--- src/rtl/wiper_pkg.sv ---
package wiper_pkg;

   // Midscale preset for a code of the given width
   function automatic logic [31:0] midscale(input int unsigned width);
      return 32'd1 << (width - 1);
   endfunction

   // Which source the effective tap follows
   typedef enum logic {
      SRC_STORED = 1'b0,
      SRC_FUSE   = 1'b1
   } tap_src_e;

   // Instruction fields that persist until the next instruction
   typedef struct packed {
      logic ovr;
      logic sd;
   } mode_t;

endpackage

--- src/rtl/wiper_mode.sv ---
module wiper_mode (
   input  logic                 clk,
   input  logic                 rst_n,
   input  logic                 wr_en,
   input  logic                 ovr_bit,
   input  logic                 sd_bit,
   input  logic                 locked,
   output wiper_pkg::mode_t     mode_q,
   output logic                 accept,
   output logic                 revert
);
   import wiper_pkg::*;

   mode_t mode_d;

   always_comb begin
      mode_d = mode_q;
      if (wr_en) begin
         mode_d.ovr = ovr_bit;
         mode_d.sd  = sd_bit;
      end
   end

   always_ff @(posedge clk) begin
      if (!rst_n) begin
         mode_q <= '0;
      end else begin
         mode_q <= mode_d;
      end
   end

   // Data load is allowed before locking, or with an explicit overwrite
   assign accept = wr_en && (!locked || ovr_bit);
   // Locked instruction without overwrite brings the fused code back
   assign revert = wr_en && locked && !ovr_bit;

endmodule

--- src/rtl/wiper_store.sv ---
module wiper_store #(
   parameter int unsigned CODE_W = 8
) (
   input  logic              clk,
   input  logic              rst_n,
   input  logic              locked,
   input  logic [CODE_W-1:0] fuse_code,
   input  logic              accept,
   input  logic              revert,
   input  logic [CODE_W-1:0] wr_data,
   output logic [CODE_W-1:0] stored_q
);
   import wiper_pkg::*;

   localparam logic [CODE_W-1:0] MID = CODE_W'(midscale(CODE_W));

   logic [CODE_W-1:0] preset;
   logic [CODE_W-1:0] next_q;

   assign preset = locked ? fuse_code : MID;

   always_comb begin
      next_q = stored_q;
      if (accept)      next_q = wr_data;
      else if (revert) next_q = fuse_code;
   end

   always_ff @(posedge clk) begin
      if (!rst_n) begin
         stored_q <= preset;
      end else begin
         stored_q <= next_q;
      end
   end

endmodule

--- src/rtl/wiper_select.sv ---
module wiper_select #(
   parameter int unsigned CODE_W  = 8,
   parameter bit          REG_OUT = 1'b0
) (
   input  logic              clk,
   input  logic              rst_n,
   input  logic              locked,
   input  logic              ovr_q,
   input  logic [CODE_W-1:0] fuse_code,
   input  logic [CODE_W-1:0] stored_q,
   output logic [CODE_W-1:0] tap_code
);
   import wiper_pkg::*;

   tap_src_e          src;
   logic [CODE_W-1:0] tap_c;

   assign src   = (locked && !ovr_q) ? SRC_FUSE : SRC_STORED;
   assign tap_c = (src == SRC_FUSE) ? fuse_code : stored_q;

   generate
      if (REG_OUT) begin : g_reg
         logic [CODE_W-1:0] tap_r;
         always_ff @(posedge clk) begin
            if (!rst_n) tap_r <= '0;
            else        tap_r <= tap_c;
         end
         assign tap_code = tap_r;
      end else begin : g_comb
         assign tap_code = tap_c;
      end
   endgenerate

endmodule

--- src/rtl/wiper_reg.sv ---
module wiper_reg #(
   parameter int unsigned CODE_W  = 8,
   parameter bit          REG_OUT = 1'b0
) (
   input  logic              clk,
   input  logic              rst_n,
   input  logic              wr_en,
   input  logic [CODE_W-1:0] wr_data,
   input  logic              ovr_bit,
   input  logic              sd_bit,
   input  logic              locked,
   input  logic [CODE_W-1:0] fuse_code,
   output logic [CODE_W-1:0] tap_code,
   output logic              sd_active,
   output logic [CODE_W-1:0] rd_code
);
   import wiper_pkg::*;

   generate
      if (CODE_W < 2 || CODE_W > 16) begin : g_bad_width
         $error("wiper_reg: CODE_W must be 2..16");
      end
   endgenerate

   mode_t             mode_q;
   logic              accept;
   logic              revert;
   logic [CODE_W-1:0] stored_q;

   wiper_mode u_mode (
      .clk     (clk),
      .rst_n   (rst_n),
      .wr_en   (wr_en),
      .ovr_bit (ovr_bit),
      .sd_bit  (sd_bit),
      .locked  (locked),
      .mode_q  (mode_q),
      .accept  (accept),
      .revert  (revert)
   );

   wiper_store #(.CODE_W(CODE_W)) u_store (
      .clk       (clk),
      .rst_n     (rst_n),
      .locked    (locked),
      .fuse_code (fuse_code),
      .accept    (accept),
      .revert    (revert),
      .wr_data   (wr_data),
      .stored_q  (stored_q)
   );

   wiper_select #(.CODE_W(CODE_W), .REG_OUT(REG_OUT)) u_sel (
      .clk       (clk),
      .rst_n     (rst_n),
      .locked    (locked),
      .ovr_q     (mode_q.ovr),
      .fuse_code (fuse_code),
      .stored_q  (stored_q),
      .tap_code  (tap_code)
   );

   assign sd_active = mode_q.sd;
   assign rd_code   = stored_q;

endmodule

--- config.mk ---
export PLATFORM = sky130hd
export DESIGN_NAME = wiper_reg
export DESIGN_NICKNAME = d
export VERILOG_FILES = /design/src/rtl/wiper_pkg.sv /design/src/rtl/wiper_mode.sv /design/src/rtl/wiper_store.sv /design/src/rtl/wiper_select.sv /design/src/rtl/wiper_reg.sv
export SDC_FILE = /design/constraint.sdc
export NUM_CORES = 1
export LEC_CHECK = 0
export ABC_AREA = 1
export BUFFER_PORTS_ARGS = -buffer_cell sky130_fd_sc_hd__buf_4
export CORE_MARGIN = 2
export CORE_UTILIZATION = 43
export CTS_CLUSTER_SIZE = 16
export DETAILED_ROUTE_END_ITERATION = 10
export PLACE_DENSITY = 0.82
export SLEW_MARGIN = 20
export SYNTH_ARGS = -nofsm -noshare
export SYNTH_HDL_FRONTEND = slang
export SYNTH_SLANG_ARGS = --single-unit
--- constraint.sdc ---
create_clock -name clk -period 0.9 [get_ports clk]
set_input_delay 0.135 -clock clk [delete_from_list [all_inputs] [get_ports clk]]
set_output_delay 0.135 -clock clk [all_outputs]
set_load 0.02 [all_outputs]
# --- Word level (Yosys, flattened, before mapping) ---
# Index checks and enable logic that the tools add are counted.
op_classes:
  n_eq_ne: 1
  n_mux: 6
  n_reduce_logical: 8
ops:
  columns: ["cell", "count"]
  rows:
  - ["$mux 8", 5]
  - ["$logic_and 1x1->1", 4]
  - ["$logic_not 1->1", 3]
  - ["$ne 3x1->1 const B", 1]
  - ["$logic_or 1x1->1", 1]
  - ["$mux 1", 1]
word_totals:
  input_bits: 22
  wordCells: 18
  reg_bits: 10

# --- Depth between registers and ports, before layout ---
# Gate-level depths: netlist of the first run.
depth:
  depth_word: 5
  mapped_depth: 6

# --- Cells and area by module ---
# From an unflattened synthesis of the first run, not the netlist that was laid out.
hier_totals:
  cells_unflattened: 114
  area_unflattened_um2: 744.5
by_module_without_submodules:
  columns: ["module", "area_each_um2", "seq_area_each_um2", "cells_each", "instances"]
  rows:
  - ["wiper_store", 525.5, 240.2, 72, 1]
  - ["wiper_select", 126.4, 0.0, 27, 1]
  - ["wiper_mode", 92.6, 40.0, 15, 1]

# --- Worst setup path after synthesis of the first run ---
# Ideal clock, no wire load.
synth_path:
  kind: "register -> output"
  from: "register u_mode.mode_q[1] (netlist name)"
  to: "output tap_code[0]"
  path_stages_with_launch: 5
  required_time_ps: 765
  setup_slack_ps: -44
  arrival_ps: 809
  path_buffers: 1
  path_cell_list: "dfxtp_1 > inv_1 > nand2_2 > buf_6 > o21ai_2"
synth_via:
  elab_chain_len: 4
synth_lines:
  columns: ["element", "line", "text"]
  rows:
  - ["$logic_not 1->1", "wiper_select.sv:18", "assign src = (locked && !ovr_q) ? SRC_FUSE : SRC_STORED;"]
  - ["$logic_and 1x1->1", "wiper_select.sv:18", null]
  - ["$mux 1", "wiper_select.sv:18", null]
  - ["$mux 8", "wiper_select.sv:19", "assign tap_c = (src == SRC_FUSE) ? fuse_code : stored_q;"]
  - ["end: declaration", "wiper_reg.sv:13", "output logic [CODE_W-1:0] tap_code,"]
# No other way between the ends.

# --- Worst setup path after layout of the first run ---
layout_path:
  from: "register u_mode.mode_q[1] (netlist name)"
  to: "output tap_code[0]"
layout_via:
  elab_chain_len: 4
layout_lines:
  columns: ["element", "line"]
  rows:
  - ["$logic_not 1->1", "wiper_select.sv:18"]
  - ["$logic_and 1x1->1", "wiper_select.sv:18"]
  - ["$mux 1", "wiper_select.sv:18"]
  - ["$mux 8", "wiper_select.sv:19"]
# No other way between the ends.

==> flow_summary_export.csv, run 1 <==
group,metric,value,unit
final_layout,multiInputGateArea,415,um2
placement,post-dp-hpwl,1370,um
placement,io_buffers,38,
min_path,hold_start,"sd_bit",
global_route,antenna_found_initial,0,
logic_synthesis,yosys.area.top_type,"edfxtp_1",
outcome,violations,"setup timing",
critical_path,critPathArrivalTime,1.14,ns
floorplanning,rows,14,
logic_synthesis,synthTopCellsByCount,"32 x nand2_1, 19 x inv_1, 16 x nand3_1, 8 x edfxtp_1, 8 x o21ai_2",
logic_synthesis,synth_fp_nets,121,
sta,clock_skew,0,ns
min_path,min_path_type,"in2reg",
pwr,leakage,0.645,nW
final_layout,regArea,280,um2
floorplanning,boundaryPins,39,
placement,place_inst,155,
critical_path,ff2ff_path_depth,3,
run,cap_violations,0,
sta,finalSetupTns,-3.58,ns
floorplanning,core_area,1520,um2
cts,numCtsBuffers,3,
global_route,grt_pass1_wl,3060,um
routing,postRouteAntennaNets,0,
critical_path,critPathCaptureType,"output pin",
global_route,grt_pass1_vias,776,
cts,tritoncts,"done",
final_layout,layout-drive-gt1-share,0.483,
critical_path,r2r_end,"u_mode.mode_q[1]",
critical_path,reg2reg_from,"u_mode.mode_q[1]",
final_layout,num_antenna_cells,0,
logic_synthesis,syn_area,712,um2
logic_synthesis,synth_cell_types,17,
cts,clock-sinks,10,
sta,final-setup-viol-count,16,
final_layout,fin_util,0.819,
sta,relSlewSlack,0.787,
cts,clk_latency,0.26,ns
pwr,vdd_ir_drop_max,0.905,mV
routing,drc_errors,0,
sta,timing.final.crit_share,1.41,
routing,wl,1890,um
sta,hold_viol_final,0,
logic_synthesis,ys_ff_latch,10,
logic_synthesis,netlist_instances,99,
global_route,grt_start_max_net_pins,12,
critical_path,reg2reg_setup_slack,0.23,ns
final_layout,area_delta_synth_final,75.4,%
logic_synthesis,synth.most_common_cell,"nand2_1",
floorplanning,die_w,44.7,um
final_layout,nFillCells,110,
placement,globalplace.congestion,0.748,
sta,fmax,786,MHz
cts,cts_max_level,1,
sta,tightest_slew,0.320,ns
logic_synthesis,syn_area_per_cell,7.19,um2
min_path,whs_endpoint,"u_mode.mode_q[0]",
logic_synthesis,async_flop_share,0,
logic_synthesis,synth.top_cell.area_share,0.337,
critical_path,worstPathRequired,0.76,ns
global_route,grt-ovfl-total,0,
logic_synthesis,ys_seq_area_frac,0.394,
min_path,min_path_cells,3,
sta,holdWs,0.0955,ns
logic_synthesis,synth_flop_cell,"edfxtp_1",
global_route,grtUsageTotal,0.211,
critical_path,critPathMaxFanout,8,
sta,fin_ws,-0.372,ns
cts,ctsLongestPathBuffers,2,
sta,slew_violations,0,
critical_path,start_kind,"register",
routing,via_count,768,
routing,initialDrtViolationCount,7,
outcome,status,"complete, but fails checks",
floorplanning,dieArea,2000,um2
logic_synthesis,synth_warnings,0,
routing,drt-pass1-iter-count,3,
sta,rsz0062_at_grt,"true",
floorplanning,initial_utilization,0.467,
final_layout,stdcell_count,159,
cts,clk_pin_slew,0.07,ns
logic_synthesis,synth_area_leaders,"edfxtp_1 34%, nand2_1 17%, nand3_1 11%",
floorplanning,die_height,44.7,um
routing,wl_per_cell,11.9,um
final_layout,nets,167,
critical_path,path_class,"reg2out",
sta,finalCriticalPeriod,1.27,ns
routing,routed_via_density,4.83,
cts,cts-root-buf,"clkbuf_4",
pwr,power.density,1340,nW/um2
logic_synthesis,synth_edf_count,8,
through the flow:
| stage | power [mW] | worst slack (ns) | cell area [um2] |
|---|---|---|---|
| 3_3_place_gp | 1.23 | -0.132 | 1120 |
| 3_5_place_dp | 1.25 | -0.165 | 1120 |
| 6_report | 1.67 | -0.372 | 1250 |
| 5_1_grt | 1.75 | -0.413 | 1250 |
| 4_1_cts | 1.68 | -0.376 | 1250 |
| 2_1_floorplan | 0.976 | -0.0358 | 786 |
what timing repair did:
action | 4_1_cts | 5_1_grt
setup endpoints to repair | 16 | 16
pin swaps | 1 | 0
gates resized for setup | 25 | 0
hold buffers | 0 | 0
cloned | 1 | 0
setup buffers | 0 | 0
worst max path at each step:
stage	from	end	slack [ns]	depth (start not counted)
floorplan	u_mode.mode_q[1]	tap_code[0]	-0.04	4
global placement	u_mode.mode_q[1]	tap_code[0]	-0.13	6
detailed placement	u_mode.mode_q[1]	tap_code[0]	-0.16	6
CTS	u_mode.mode_q[1]	tap_code[0]	-0.38	5
global route	u_mode.mode_q[1]	tap_code[5]	-0.41	5
finish	u_mode.mode_q[1]	tap_code[0]	-0.37	5
critical path, stage by stage (launching register included):
cell and delay [ns]:
dfxtp_1 0.31, inv_2 0.07, nand2_4 0.08, buf_16 0.16
o21ai_4 0.12, buf_6 0.13
logic make-up after synthesis:
logic type             Yosys count  synth area share
DFF                             10             0.394
AOI/OAI and AO/OA               12             0.130
and+or+nand+nor                 54             0.334
buffers and inverters           23             0.142
area by class of cell:
type,count,area share
repair buffers,44,0.349
multi-input cells,66,0.333
flip-flops and latches,10,0.224
inverters,20,0.0601
clock buffers,3,0.0180
well taps,16,0.0160
power by group:
group	switching [mW]	internal, mW	total (mW)	leakage (nW)
Clock	0.166	0.155	0.321	0.0138
Sequential	0.0422	0.561	0.603	0.0996
Combinational	0.370	0.377	0.746	0.531
layer usage:
layer,wire length (um),up-vias,GRT usage
met2,1100,22,0.406
met1,688,344,0.233
met5,0,-,0
met3,92,2,0.0400
li1,-,400,-
met4,6,0,0.0545
sequential cells by signal, indices dropped and copies added, names as in the netlist:
| register | cells |
|---|---|
| u_mode.mode_q | 2 |
| u_store.stored_q | 8 |
layout by cell type, fill, tap and decap left out:
cell type / instances
inv_1: 18
nand2_4: 2
buf_6: 16
buf_12: 2
nor2_1: 2
o21bai_1: 1
nand2_1: 24
edfxtp_1: 8
o21ai_4: 8
o21ai_0: 1
nand3_1: 16
inv_2: 2
buf_4: 25
nor2_2: 1
a21oi_1: 1
clkbuf_4: 3
o21ai_1: 1
buf_16: 1
nand2_2: 9
dfxtp_1: 2
No activity file was read; power rests on OpenSTA's default activity.
==> run 2: changes to the inputs <==
--- a/config.mk
+++ b/config.mk
@@ -7,11 +7,12 @@
 export LEC_CHECK = 0
 export ABC_AREA = 1
 export BUFFER_PORTS_ARGS = -buffer_cell sky130_fd_sc_hd__buf_4
-export CORE_MARGIN = 2
+export CORE_MARGIN = 3
 export CORE_UTILIZATION = 43
 export CTS_CLUSTER_SIZE = 16
 export DETAILED_ROUTE_END_ITERATION = 10
 export PLACE_DENSITY = 0.82
+export SETUP_SLACK_MARGIN = 0.3
 export SLEW_MARGIN = 20
 export SYNTH_ARGS = -nofsm -noshare
 export SYNTH_HDL_FRONTEND = slang
==> run 2 against run 1 <==
Net effect:
- the run still ends with setup timing left
- setup slack lost 0.046 ns
- non-clock buffer count grew 2
- global-route usage grew 3.0 points
- sequential share of layout area shrank 3.0 points
- largest cell class is now multi-input combinational cells
- highest routed layer unchanged
==> flow_summary_export.csv, run 2 (synthesis gave the netlist of run 1 again) <==
group,metric,value,unit
final_layout,layout-drive-gt1-share,0.653,
global_route,grt_start_max_net_pins,12,
sta,tightest_slew,0.219,ns
routing,wl_per_cell,21.2,um
routing,postRouteAntennaNets,0,
pwr,power.density,1300,nW/um2
final_layout,regArea,283,um2
global_route,antenna_found_initial,0,
sta,slew_violations,0,
floorplanning,rows,14,
cts,cts-root-buf,"clkbuf_4",
critical_path,critPathCaptureType,"output pin",
run,cap_violations,0,
floorplanning,die_height,46.7,um
final_layout,multiInputGateArea,571,um2
sta,clock_skew,0,ns
critical_path,path_class,"reg2out",
cts,clk_latency,0.28,ns
cts,clk_pin_slew,0.07,ns
sta,holdWs,0.110,ns
cts,numCtsBuffers,3,
critical_path,critPathArrivalTime,1.18,ns
global_route,grt_pass1_wl,3490,um
cts,ctsLongestPathBuffers,2,
floorplanning,initial_utilization,0.467,
pwr,leakage,0.721,nW
final_layout,nFillCells,36,
final_layout,nets,170,
outcome,status,"complete, but fails checks",
critical_path,slowest_delay,0.32,ns
routing,via_count,953,
sta,rsz0062_at_grt,"true",
sta,fin_ws,-0.418,ns
floorplanning,core_area,1520,um2
routing,drt-pass1-iter-count,4,
critical_path,worstPathRequired,0.76,ns
final_layout,area_delta_synth_final,105,%
placement,globalplace.congestion,0.710,
cts,cts_setup_buffers,0,
routing,initialDrtViolationCount,58,
cts,tritoncts,"done",
routing,routed_via_density,5.85,
cts,cts_max_level,1,
sta,timing.final.crit_share,1.46,
sta,fmax,759,MHz
critical_path,start_kind,"register",
sta,relSlewSlack,0.854,
final_layout,final_common_cell,"buf_4",
placement,post-dp-hpwl,1560,um
critical_path,critPathMaxFanout,6,
final_layout,largest_register_ffs,8,
final_layout,final_cell_mix,"24 x buf_4, 19 x buf_6, 16 x inv_1",
cts,clock-sinks,10,
min_path,min_path_type,"in2reg",
sta,final-setup-viol-count,16,
critical_path,crit_buf_inv,3,
routing,drc_errors,0,
critical_path,crit_slowest_cell,"dfxtp_2",
final_layout,num_antenna_cells,0,
routing,wl,3450,um
outcome,violations,"setup timing",
sta,hold_viol_final,0,
pwr,power,1.90,mW
global_route,grt_pass1_vias,830,
floorplanning,die_w,46.7,um
floorplanning,boundaryPins,39,
critical_path,crit_chain,"inv_2 > nand2_4 > buf_12 > nand2_2 > o21ai_4 > buf_6",
global_route,grtUsageTotal,0.241,
floorplanning,dieArea,2180,um2
final_layout,regMostFlops,"u_store.stored_q",
pwr,vdd_ir_drop_max,1.00,mV
global_route,grt-ovfl-total,0,
sta,finalCriticalPeriod,1.32,ns
critical_path,critPathTopFamily,"buffers and inverters",
placement,io_buffers,38,
final_layout,top_regs,"u_store.stored_q x8, u_mode.mode_q x2",
## run 2: changes by cell type in the layout (fill, tap and decap cells not counted), sizes merged
cell / change
nand2: +1
buf: +2
clkinv: +1
## run 2: metrics by stage
| stage | setup WS (ns) | cell area, um2 | std cells | utilization | setup TNS [ns] |
|---|---|---|---|---|---|
| 2_1_floorplan | -0.0358 | 855 | 99 | - | -0.287 |
| 3_3_place_gp | -0.112 | 1170 | 157 | 0.770 | -1.24 |
| 3_5_place_dp | -0.151 | 1170 | 157 | 0.770 | -1.56 |
| 4_1_cts | -0.400 | 1340 | 163 | 0.881 | -3.96 |
| 5_1_grt | -0.453 | 1460 | 163 | 0.956 | -4.75 |
| 6_report | -0.418 | 1460 | 163 | 0.956 | -4.40 |
## run 2: worst reg2reg max path, delay by kind of cell (launching register included)
| family | cells | cell delay (ns) |
|---|---|---|
| AO/OA/AOI/OAI | 1 | 0.10 |
| buffers and inverters | 2 | 0.18 |
| flip-flops | 1 | 0.33 |
## run 2: cell type report
type                            count  share of cell area
Clock buffer                        3              0.0155
Timing Repair Buffer               46               0.317
Multi-Input combinational cell     67               0.391
Inverter                           20              0.0661
Sequential cell                    10               0.194
Tap cell                           16              0.0137
Clock inverter                      1             0.00258
## run 2: final timing paths
kind / cells after the start / from / to / slack [ns]
min reg2reg: 2 / u_mode.mode_q[0] / u_mode.mode_q[0] / 0.54
max reg2reg: 3 / u_mode.mode_q[1] / u_mode.mode_q[1] / 0.23
max: 6 / u_mode.mode_q[1] / tap_code[2] / -0.42
min: 3 / sd_bit / u_mode.mode_q[0] / 0.11
## run 2: timing repair
action,in CTS,in global routing
endpoints found under the setup margin,26,27
cloned,2,0
pin swaps,2,11
hold buffers,0,0
resized for setup,31,29
## run 2: routing by layer
metal / vias up / part of all wire / track usage
met3: 18 / 0.089 / 0.0547
met2: 74 / 0.54 / 0.445
met5: - / 0 / 0
met1: 447 / 0.32 / 0.241
met4: 0 / 0.049 / 0.144
li1: 414 / - / -
## run 2: where the power goes
part	total (mW)	switching [mW]	internal, mW
registers	0.619	0.0570	0.562
clock network	0.372	0.211	0.162
logic	0.904	0.479	0.425
==> run 3: changes to the inputs <==
--- a/config.mk
+++ b/config.mk
@@ -5,13 +5,12 @@
 export SDC_FILE = /design/constraint.sdc
 export NUM_CORES = 1
 export LEC_CHECK = 0
-export ABC_AREA = 1
 export BUFFER_PORTS_ARGS = -buffer_cell sky130_fd_sc_hd__buf_4
 export CORE_MARGIN = 3
-export CORE_UTILIZATION = 43
+export CORE_UTILIZATION = 41
 export CTS_CLUSTER_SIZE = 16
 export DETAILED_ROUTE_END_ITERATION = 10
-export PLACE_DENSITY = 0.82
+export PLACE_DENSITY = 0.81
 export SETUP_SLACK_MARGIN = 0.3
 export SLEW_MARGIN = 20
 export SYNTH_ARGS = -nofsm -noshare
==> run 3 against run 2 <==
Net effect:
- the run still ends with setup timing left
- register-to-register slack got worse by 0.05 ns
- sequential power decreased by 4.2%
- wire length decreased by 25%
- combinational power decreased by 13%
- setup slack got worse by 0.13 ns
- highest routed layer unchanged
- flip-flop and latch count unchanged
- final cell count decreased by 21%
- via count decreased by 26%
- die area decreased by 6.5%
- count of clock-buffer cells in the layout increased by 1
- non-clock buffer count increased by 10
- clock power decreased by 9.4%
==> flow_summary_export.csv, run 3 <==
group,metric,value,unit
pwr,leakage,0.614,nW
critical_path,critPathMaxFanout,8,
routing,wl,2600,um
global_route,antenna_found_initial,0,
floorplanning,die_height,45.1,um
logic_synthesis,ys_ff_latch,10,
outcome,status,"complete, but fails checks",
routing,initialDrtViolationCount,13,
pwr,netSwitchingFraction,0.315,
final_layout,top_regs,"u_store.stored_q x8, u_mode.mode_q x2",
final_layout,final_cell_mix,"29 x buf_4, 24 x buf_6, 8 x o21ai_1, 8 x mux2_4, 8 x edfxtp_1",
logic_synthesis,synth.most_common_cell,"o21ai_0",
final_layout,regMostFlops,"u_store.stored_q",
floorplanning,die_w,45.1,um
final_layout,final_common_cell,"buf_4",
sta,finalSetupTns,-5.50,ns
sta,hold_viol_final,0,
pwr,power,1.72,mW
placement,io_buffers,38,
routing,wl_per_cell,20.3,um
cts,tritoncts,"done",
critical_path,critPathCaptureType,"output pin",
cts,cts-root-buf,"clkbuf_4",
global_route,grt-ovfl-total,0,
floorplanning,initial_utilization,0.460,
cts,ctsLongestPathBuffers,2,
run,cap_violations,0,
cts,clk_latency,0.27,ns
final_layout,nFillCells,49,
routing,postRouteAntennaNets,0,
logic_synthesis,synth_flop_cell,"edfxtp_1",
cts,cts_max_level,1,
logic_synthesis,synth_fp_nets,77,
cts,clk_pin_slew,0.06,ns
final_layout,area_delta_synth_final,101,%
final_layout,layout-drive-gt1-share,0.761,
final_layout,num_antenna_cells,0,
floorplanning,boundaryPins,39,
logic_synthesis,async_flop_share,0,
logic_synthesis,synth_edf_count,8,
sta,tightest_slew,0.213,ns
pwr,switching_power,0.541,mW
pwr,power.density,1360,nW/um2
cts,numCtsBuffers,3,
final_layout,largest_register_ffs,8,
logic_synthesis,synth.top_cell.area_share,0.382,
sta,relSlewSlack,0.854,
global_route,grtUsageTotal,0.215,
placement,place_inst,116,
critical_path,start_kind,"register",
sta,finalCriticalPeriod,1.44,ns
logic_synthesis,synthTopCellsByCount,"12 x o21ai_0, 8 x edfxtp_1, 8 x mux2_4, 7 x nand2_1",
placement,globalplace.congestion,0.769,
logic_synthesis,syn_area,628,um2
pwr,seqPwrFrac,0.345,
logic_synthesis,syn_area_per_cell,11.4,um2
logic_synthesis,synth_cell_types,19,
critical_path,crit_slowest_cell,"dfxtp_2",
min_path,min_path_type,"in2reg",
global_route,grt_pass1_wl,2960,um
critical_path,worstPathRequired,0.76,ns
floorplanning,core_area,1370,um2
placement,post-dp-hpwl,1290,um
sta,clock_skew,0,ns
sta,slew_violations,0,
routing,drc_errors,0,
floorplanning,rows,13,
pwr,vdd_ir_drop_max,1.16,mV
pwr,comb_power_share,0.459,
floorplanning,dieArea,2040,um2
critical_path,ff2ff_path_depth,2,
logic_synthesis,ys_seq_area_frac,0.446,
critical_path,crit_chain,"nand2b_4 > mux2_4 > buf_6",
logic_synthesis,synth_warnings,0,
global_route,grt_start_max_net_pins,9,
logic_synthesis,netlist_instances,55,
routing,via_count,706,
pwr,clkPwrFrac,0.196,
pwr,p_int,1.18,mW
critical_path,critPathArrivalTime,1.31,ns
final_layout,nets,136,
cts,clock-sinks,10,
sta,rsz0062_at_grt,"true",
min_path,min_path_cells,2,
outcome,violations,"setup timing",
cts,hold_buffers,0,
sta,fin_ws,-0.543,ns
logic_synthesis,synth_area_leaders,"edfxtp_1 38%, mux2_4 19%, o21ai_0 9.6%",
global_route,grt_pass1_vias,641,
critical_path,path_class,"reg2out",
routing,routed_via_density,5.52,
routing,drt-pass1-iter-count,4,
sta,fmax,693,MHz
sta,timing.final.crit_share,1.60,
critical_path,slowest_delay,0.34,ns
final_layout,stdcell_count,128,
logic_synthesis,yosys.area.top_type,"edfxtp_1",
sta,final-setup-viol-count,16,
[run 3: final cells by class]
class / count / area, um2 / share of cell area
flip-flops and latches: 10 / 283 / 0.224
multi-input cells: 41 / 378 / 0.299
well taps: 15 / 18.8 / 0.0149
inverters: 2 / 20.0 / 0.0158
clock buffers: 4 / 26.3 / 0.0208
repair buffers: 56 / 538 / 0.426
[run 3: cell families after synthesis]
family	share of synthesized area
compound gates	0.155
buf+inv	0.0478
flops	0.446
mux	0.223
simple gates	0.127
[run 3: power by group through the flow]
stage / sequential [mW] / combinational, mW / clock (mW)
detailed placement: 0.593 / 0.609 / 0
global route: 0.597 / 0.821 / 0.368
CTS: 0.588 / 0.697 / 0.340
floorplan: 0.650 / 0.253 / 0
global placement: 0.590 / 0.599 / 0
finish: 0.593 / 0.789 / 0.337
[run 3: final timing paths]
path,startpoint,to,slack (ns)
worst max-delay path,u_mode.mode_q[1],tap_code[4],-0.54
worst min-delay path,rst_n,u_mode.mode_q[1],0.12
worst min register to register,u_mode.mode_q[1],u_mode.mode_q[1],0.54
worst max register to register,u_mode.mode_q[0],u_mode.mode_q[0],0.18
[run 3: metal layers]
layer,routed length (um),GRT usage,up-vias
li1,-,-,320
met1,971,0.236,330
met2,1300,0.347,46
met3,231,0.0398,10
met4,96,0.193,0
met5,0,0,-
[run 3: worst max-delay path: cells and delay by family, from the launching register on]
kind                   cells  cell delay, ns
flip-flops                 1            0.34
buffers and inverters      1            0.13
multiplexers               1            0.33
AND/OR/NAND/NOR            1            0.23
[run 3: through the flow]
| step | utilization | hold slack [ns] | setup slack, ns | area [um2] |
|---|---|---|---|---|
| 2_1_floorplan | - | 0.263 | -0.118 | 658 |
| 3_3_place_gp | 0.749 | 0.397 | -0.215 | 1020 |
| 3_5_place_dp | 0.749 | 0.425 | -0.238 | 1020 |
| 4_1_cts | 0.841 | 0.125 | -0.497 | 1150 |
| 5_1_grt | 0.925 | 0.129 | -0.574 | 1260 |
| 6_report | 0.925 | 0.116 | -0.543 | 1260 |
[run 3: what timing repair did]
item	CTS	global route
endpoints found under the setup margin	34	35
pin swaps	8	2
resized for setup	28	15
buffers inserted	0	8
